$ cat src/rtl/wtc_pkg.sv
package wtc_pkg;
    typedef enum logic [1:0] {
        ST_IDLE  = 2'd0,
        ST_FILL  = 2'd1,
        ST_WTHRU = 2'd2,
        ST_DONE  = 2'd3
    } wtc_state_e;
endpackage

$ cat src/rtl/wtc_line_store.sv
// Per-line valid flag, tag and data word; combinational read, synchronous write.
module wtc_line_store #(
    parameter int IDX_W  = 6,
    parameter int TAG_W  = 24,
    parameter int DATA_W = 32,
    localparam int DEPTH = 1 << IDX_W
) (
    input  logic              clk,
    input  logic              rst_n,
    input  logic [IDX_W-1:0]  rd_idx,
    output logic              rd_valid,
    output logic [TAG_W-1:0]  rd_tag,
    output logic [DATA_W-1:0] rd_data,
    input  logic              wr_en,
    input  logic [IDX_W-1:0]  wr_idx,
    input  logic [TAG_W-1:0]  wr_tag,
    input  logic [DATA_W-1:0] wr_data
);
    logic [DEPTH-1:0]  valid_q;
    logic [TAG_W-1:0]  tag_q  [DEPTH];
    logic [DATA_W-1:0] data_q [DEPTH];

    for (genvar g = 0; g < DEPTH; g++) begin : g_line
        always_ff @(posedge clk) begin
            if (!rst_n) begin
                valid_q[g] <= 1'b0;
            end else if (wr_en && (wr_idx == IDX_W'(g))) begin
                valid_q[g] <= 1'b1;
            end
        end

        always_ff @(posedge clk) begin
            if (wr_en && (wr_idx == IDX_W'(g))) begin
                tag_q[g]  <= wr_tag;
                data_q[g] <= wr_data;
            end
        end
    end

    assign rd_valid = valid_q[rd_idx];
    assign rd_tag   = tag_q[rd_idx];
    assign rd_data  = data_q[rd_idx];
endmodule

$ cat src/rtl/wtc_tag_match.sv
module wtc_tag_match #(
    parameter int TAG_W = 24
) (
    input  logic             line_valid,
    input  logic [TAG_W-1:0] line_tag,
    input  logic [TAG_W-1:0] req_tag,
    output logic             hit
);
    assign hit = line_valid && (line_tag == req_tag);
endmodule

$ cat src/rtl/wtc_seq.sv
// Controller sequence: accept, fill, write-through, complete.
module wtc_seq
    import wtc_pkg::*;
#(
    parameter int ADDR_W = 32,
    parameter int DATA_W = 32,
    parameter int OFF_W  = 2,
    localparam int WORD_W = ADDR_W - OFF_W
) (
    input  logic              clk,
    input  logic              rst_n,
    input  logic              cpu_req,
    input  logic              cpu_we,
    input  logic [WORD_W-1:0] cpu_word,
    input  logic [DATA_W-1:0] cpu_wdata,
    input  logic              hit,
    input  logic              mem_done,
    input  logic [DATA_W-1:0] mem_rdata,
    output wtc_state_e        state_o,
    output logic              use_lat,
    output logic [WORD_W-1:0] lat_word,
    output logic              arr_we,
    output logic [WORD_W-1:0] arr_word,
    output logic [DATA_W-1:0] arr_wdata,
    output logic              cpu_stall,
    output logic              mem_req,
    output logic              mem_we,
    output logic [ADDR_W-1:0] mem_addr,
    output logic [DATA_W-1:0] mem_wdata
);
    wtc_state_e        state_q, state_d;
    logic [WORD_W-1:0] word_q;
    logic [DATA_W-1:0] wdata_q;

    always_ff @(posedge clk) begin
        if (!rst_n) begin
            state_q <= ST_IDLE;
        end else begin
            state_q <= state_d;
        end
    end

    always_ff @(posedge clk) begin
        if (!rst_n) begin
            word_q  <= '0;
            wdata_q <= '0;
        end else if (state_q == ST_IDLE && cpu_req) begin
            word_q  <= cpu_word;
            wdata_q <= cpu_wdata;
        end
    end

    always_comb begin
        state_d = state_q;
        unique case (state_q)
            ST_IDLE: begin
                if (cpu_req && cpu_we)      state_d = ST_WTHRU;
                else if (cpu_req && !hit)   state_d = ST_FILL;
            end
            ST_FILL:  if (mem_done) state_d = ST_DONE;
            ST_WTHRU: if (mem_done) state_d = ST_DONE;
            ST_DONE:  state_d = ST_IDLE;
        endcase
    end

    always_comb begin
        cpu_stall = 1'b0;
        mem_req   = 1'b0;
        mem_we    = 1'b0;
        arr_we    = 1'b0;
        arr_word  = cpu_word;
        arr_wdata = cpu_wdata;
        use_lat   = 1'b1;
        unique case (state_q)
            ST_IDLE: begin
                use_lat = 1'b0;
                if (cpu_req && cpu_we) begin
                    cpu_stall = 1'b1;
                    arr_we    = 1'b1;
                end else if (cpu_req && !hit) begin
                    cpu_stall = 1'b1;
                end
            end
            ST_FILL: begin
                cpu_stall = 1'b1;
                mem_req   = 1'b1;
                if (mem_done) begin
                    arr_we    = 1'b1;
                    arr_word  = word_q;
                    arr_wdata = mem_rdata;
                end
            end
            ST_WTHRU: begin
                cpu_stall = 1'b1;
                mem_req   = 1'b1;
                mem_we    = 1'b1;
            end
            ST_DONE: ;
        endcase
    end

    assign state_o   = state_q;
    assign lat_word  = word_q;
    assign mem_addr  = {word_q, {OFF_W{1'b0}}};
    assign mem_wdata = wdata_q;

    // memory request fields stay put until the memory completes
    a_r8_mem_stable: assert property (@(posedge clk) disable iff (!rst_n)
        (mem_req && !mem_done) |=> (mem_req && $stable(mem_addr)
                                    && $stable(mem_we) && $stable(mem_wdata)));

    // completion releases the memory request
    a_r4_done_releases: assert property (@(posedge clk) disable iff (!rst_n)
        mem_done |=> !mem_req);
endmodule

$ cat src/rtl/wtc_cache.sv
module wtc_cache
    import wtc_pkg::*;
#(
    parameter int ADDR_W = 32,
    parameter int DATA_W = 32,
    parameter int IDX_W  = 6,
    localparam int OFF_W  = 2,
    localparam int WORD_W = ADDR_W - OFF_W,
    localparam int TAG_W  = ADDR_W - IDX_W - OFF_W
) (
    input  logic              clk,
    input  logic              rst_n,
    input  logic              cpu_req,
    input  logic              cpu_we,
    input  logic [ADDR_W-1:0] cpu_addr,
    input  logic [DATA_W-1:0] cpu_wdata,
    output logic [DATA_W-1:0] cpu_rdata,
    output logic              cpu_stall,
    output logic              mem_req,
    output logic              mem_we,
    output logic [ADDR_W-1:0] mem_addr,
    output logic [DATA_W-1:0] mem_wdata,
    input  logic [DATA_W-1:0] mem_rdata,
    input  logic              mem_done
);
    wtc_state_e        state;
    logic              use_lat, arr_we, hit, line_valid;
    logic [WORD_W-1:0] lat_word, arr_word, lk_word, cpu_word;
    logic [DATA_W-1:0] arr_wdata;
    logic [TAG_W-1:0]  line_tag;

    assign cpu_word = cpu_addr[ADDR_W-1:OFF_W];
    assign lk_word  = use_lat ? lat_word : cpu_word;

    wtc_line_store #(.IDX_W(IDX_W), .TAG_W(TAG_W), .DATA_W(DATA_W)) u_store (
        .clk      (clk),
        .rst_n    (rst_n),
        .rd_idx   (lk_word[IDX_W-1:0]),
        .rd_valid (line_valid),
        .rd_tag   (line_tag),
        .rd_data  (cpu_rdata),
        .wr_en    (arr_we),
        .wr_idx   (arr_word[IDX_W-1:0]),
        .wr_tag   (arr_word[WORD_W-1:IDX_W]),
        .wr_data  (arr_wdata)
    );

    wtc_tag_match #(.TAG_W(TAG_W)) u_match (
        .line_valid (line_valid),
        .line_tag   (line_tag),
        .req_tag    (lk_word[WORD_W-1:IDX_W]),
        .hit        (hit)
    );

    wtc_seq #(.ADDR_W(ADDR_W), .DATA_W(DATA_W), .OFF_W(OFF_W)) u_seq (
        .clk       (clk),
        .rst_n     (rst_n),
        .cpu_req   (cpu_req),
        .cpu_we    (cpu_we),
        .cpu_word  (cpu_word),
        .cpu_wdata (cpu_wdata),
        .hit       (hit),
        .mem_done  (mem_done),
        .mem_rdata (mem_rdata),
        .state_o   (state),
        .use_lat   (use_lat),
        .lat_word  (lat_word),
        .arr_we    (arr_we),
        .arr_word  (arr_word),
        .arr_wdata (arr_wdata),
        .cpu_stall (cpu_stall),
        .mem_req   (mem_req),
        .mem_we    (mem_we),
        .mem_addr  (mem_addr),
        .mem_wdata (mem_wdata)
    );

    // after a fill (or a store) the completing line must hit in the array
    a_r5_fill_hits: assert property (@(posedge clk) disable iff (!rst_n)
        (state == ST_DONE) |-> hit);

    // a store has installed its line before the write-through wait
    a_r7_store_allocates: assert property (@(posedge clk) disable iff (!rst_n)
        (state == ST_WTHRU) |-> hit);

    // memory traffic only follows a stalled request cycle
    a_r4_stall_before_mem: assert property (@(posedge clk) disable iff (!rst_n)
        $rose(mem_req) |-> $past(cpu_stall));
endmodule

$ cat config.mk
export PLATFORM = sky130hd
export DESIGN_NAME = wtc_cache
export DESIGN_NICKNAME = d
export VERILOG_FILES = /design/src/rtl/wtc_pkg.sv /design/src/rtl/wtc_line_store.sv /design/src/rtl/wtc_tag_match.sv /design/src/rtl/wtc_seq.sv /design/src/rtl/wtc_cache.sv
export SDC_FILE = /design/constraint.sdc
export NUM_CORES = 2
export LEC_CHECK = 0
export ABC_AREA = 1
export BUFFER_PORTS_ARGS = -buffer_cell sky130_fd_sc_hd__buf_2
export CAP_MARGIN = 5
export CORE_UTILIZATION = 44
export DETAILED_ROUTE_END_ITERATION = 8
export PLACE_DENSITY = 0.61
export SYNTH_ARGS = -nofsm -noshare
export SYNTH_HDL_FRONTEND = slang
export SYNTH_SLANG_ARGS = --single-unit
$ cat constraint.sdc
create_clock -name clk -period 6.44 [get_ports clk]
set_input_delay 0.966 -clock clk [delete_from_list [all_inputs] [get_ports clk]]
set_output_delay 0.966 -clock clk [all_outputs]
set_load 0.02 [all_outputs]
==> run metrics <==
status=complete, no violations; CTS Root Cell=clkbuf_16; met2 usage=0.441; initial core utilization=0.442; Arr. time, crit path=~5.4 ns; XOR/XNOR Fraction of Synth Area=0; CTS tree=done; CTS Buf Count=~380; synthesized instance count=between 10000 and 15000; DR vias=105000; CP Launch Type=flop; CP Capture Type=output pin; Post-Route WL=approximately 500 mm; P&R area growth vs syn=13.5%; share of layout cells above drive strength 1=0.0970; antenna violations before repair=21; crit-path cells=inv_1 -> ha_4 -> nand2_1 -> o21ai_4 -> buf_4 -> buf_4 -> buf_12 -> o21ai_0 -> o22ai_1 -> o21ai_0 -> o221ai_1 -> nand3_1 -> nand2_1 -> buf_2; Rows=between 200 and 250; Compound-Gate Fraction of Synth Area=0.0819; Post-Synth Adder-Cell Area=0.000413; Fin Hold WS=roughly 0.27 ns; Remaining DRCs=0; Final Max Slew Viols=0; met3 GRT Util=0.0426; Clk pin slew, worst setup/hold paths=0.06 ns; drt pass-1 iters=6; clk_lat worst skew=between 0.9 and 1 ns; Vias/cell=5.86; Setup Viol. Count Final=0; Clock Skews=between 0.03 and 0.04 ns; most common cell after layout, fill and taps aside=edfxtp_1; worst min path class=input port to flop; routability congestion estimate=around 0.83; Synthesis Warnings=0; ys async rst share=0; design area=172000 sq um; aggregate global-route resource usage=0.275; Die Area=approximately 350000 sq um; number of I/O port buffers=195; number of hold violations in the final report=0; mux contribution to synthesized area=0.00238; placement-stage cell area=roughly 160000 sq um; H-tree depth=5; clock buffer depth=4; min Tclk post-route=6.34 ns; Die Ht=589 microns; drt initial violations=13400; max-cap violation count=0; DIE WIDTH=589 microns; Crit Path Category=flop to output pin; Avg Inst Size Synth=between 10 and 15 sq um; Most used DFF post-synth=edfxtp_1; main combinational cell family by area after synthesis=simple AND/OR/NAND/NOR gates; Final period util=0.984; pwr dens=roughly 470 nW/um^2; Worst IR Drop VDD=0.000553 V; number of global-route vias before repair=roughly 96000; Synth Register Bits=roughly 3700; Post-Synth Simple-Gate Area=0.137; largest net degree at the start of global routing=205; unique cell type count in the Yosys netlist=30; slowest stage cell, crit path=buf_12; CP peak stage delay=roughly 0.58 ns; Max Fclk=158 MHz; Tot Pwr=about 80 mW; DP HPWL=252 mm; Slew @ Worst Pin=between 1 and 1.5 ns; commonest cells after routing, fill and taps aside=edfxtp_1 (3584), nand2_1 (1751), nor2_1 (1546); RSZ-0062 raised after global routing=false; cell leakage power=around 60 nW; Cell Area, Synth=152000 sq um; antenna viol nets, final=0; worst relative slew slack=0.0355; sequential share of the synthesized area=0.727; Avg WL per Cell=roughly 27 microns; setup tns final=0 ns; post-cts hold buffer count=0; gr busiest metal=met2; CP delay by family, top=buffers and inverters; Core Area=343000 sq um; WP buf/inv=5; number of synthesized flops with an enable pin=3584; Worst EP required=about 5.5 ns; clock sink total=3712; gr ovfl total=0; M1 GR Usage=0.377; critical path fanouts, max=204; IO Pins=200; Nets=between 10000 and 15000; first-pass GRT wire length=about 690 mm
## registers in the layout, indices dropped and copies added (netlist names)
| name | count |
|---|---|
| u_seq.mem_wdata | 32 |
| u_store.data_q | 2048 |
| u_store.tag_q | 1536 |
| u_seq.lat_word | 30 |
| u_seq.state_o | 2 |
| u_store.valid_q | 64 |
## area by class of cell
| cell class | count | area, sq um |
|---|---|---|
| antenna | 10 | 25.0 |
| clock buffer | 484 | 10000 |
| clock inverter | 206 | 1950 |
| fill | 29800 | 171000 |
| inverter | 1082 | 4090 |
| multi-input combinational | 7226 | 34600 |
| sequential | 3712 | 110000 |
| tap | 4557 | 5700 |
| timing repair buffer | 584 | 5510 |
## worst paths after layout
path	depth (start not counted)	end	start	slack, ns
worst min-delay path	3	u_seq.mem_wdata[16]$_SDFFE_PN0P_	cpu_wdata[16]	0.27
worst min register to register	2	u_store.valid_q[48]$_SDFFE_PN0P_	u_store.valid_q[48]$_SDFFE_PN0P_	0.47
worst max-delay path	14	cpu_rdata[19]	u_seq.state_o[0]$_SDFFE_PN0P_	0.10
worst max register to register	11	u_store.data_q[48][20]$_DFFE_PP_	u_seq.state_o[1]$_SDFFE_PN0P_	1.92
## report_power, final
| group | switching, mW | internal, mW | total [mW] |
|---|---|---|---|
| clock network | 9.35 | 12.3 | 21.6 |
| logic | 22.3 | 8.40 | 30.7 |
| registers | 0.140 | 27.9 | 28.0 |
| total | 31.8 | 48.5 | 80.4 |
## synthesized netlist by cell type (4+ instances only)
cell      instances  area share
edfxtp_1       3584        0.71
clkbuf_1        473       0.012
nor2_1         1611       0.040
buf_4            17     0.00084
or2_1            26      0.0011
o21ai_0        1391       0.046
mux2_2           32      0.0024
ha_1              5     0.00041
clkinv_1          4    0.000099
o21ai_2           4     0.00023
inv_1          1070       0.026
buf_6             7     0.00052
or2_2            36      0.0015
nand3b_1         13     0.00064
o22ai_1         509       0.021
nand3_1        1524       0.050
o221ai_1        128      0.0074
nand2_2           6     0.00025
nand2_1        1756       0.043
o21ai_1          33      0.0011
o211ai_1         90      0.0045
a21oi_1          54      0.0018
buf_1            44      0.0011
buf_2           312       0.010
dfxtp_1         128       0.017
inv_2             7     0.00017
## tightest hold or removal path, delay by kind of cell
family	cells	cell delay, ns
buffers and inverters	1	0.08
AO/OA/AOI/OAI	1	0.07
AND/OR/NAND/NOR	1	0.07
## metrics by stage
step	setup slack, ns	utilization	cells
finish	0.102	0.502	17900
global route	0.00264	0.502	17900
CTS	0.0699	0.501	17900
detailed placement	0.647	0.466	17100
global placement	0.652	0.466	17100
floorplan	1.54	-	12900
## metal layers
| metal | vias up | wire (microns) |
|---|---|---|
| met5 | - | 30 |
| met3 | 1093 | 50200 |
| li1 | 45700 | - |
| met1 | 52200 | 191000 |
| met2 | 5605 | 227000 |
| met4 | 6 | 22000 |
## cells by family after synthesis
logic type / Yosys count
AND/OR/NAND/NOR: 4975
adder cells (fa/ha/maj): 5
buffers and inverters: 1935
other: 1
flip-flops: 3712
AO/OA/AOI/OAI: 2209
multiplexers: 32
## repair_timing
| item | in CTS | in global routing |
|---|---|---|
| endpoints found under the setup margin | 6 | 9 |
| gates resized for setup | 5 | 4 |
| cloned | 3 | 1 |
| pin swaps | 3 | 0 |
| setup buffers | 12 | 0 |
Note: power is estimated with default switching activity, not from simulation.
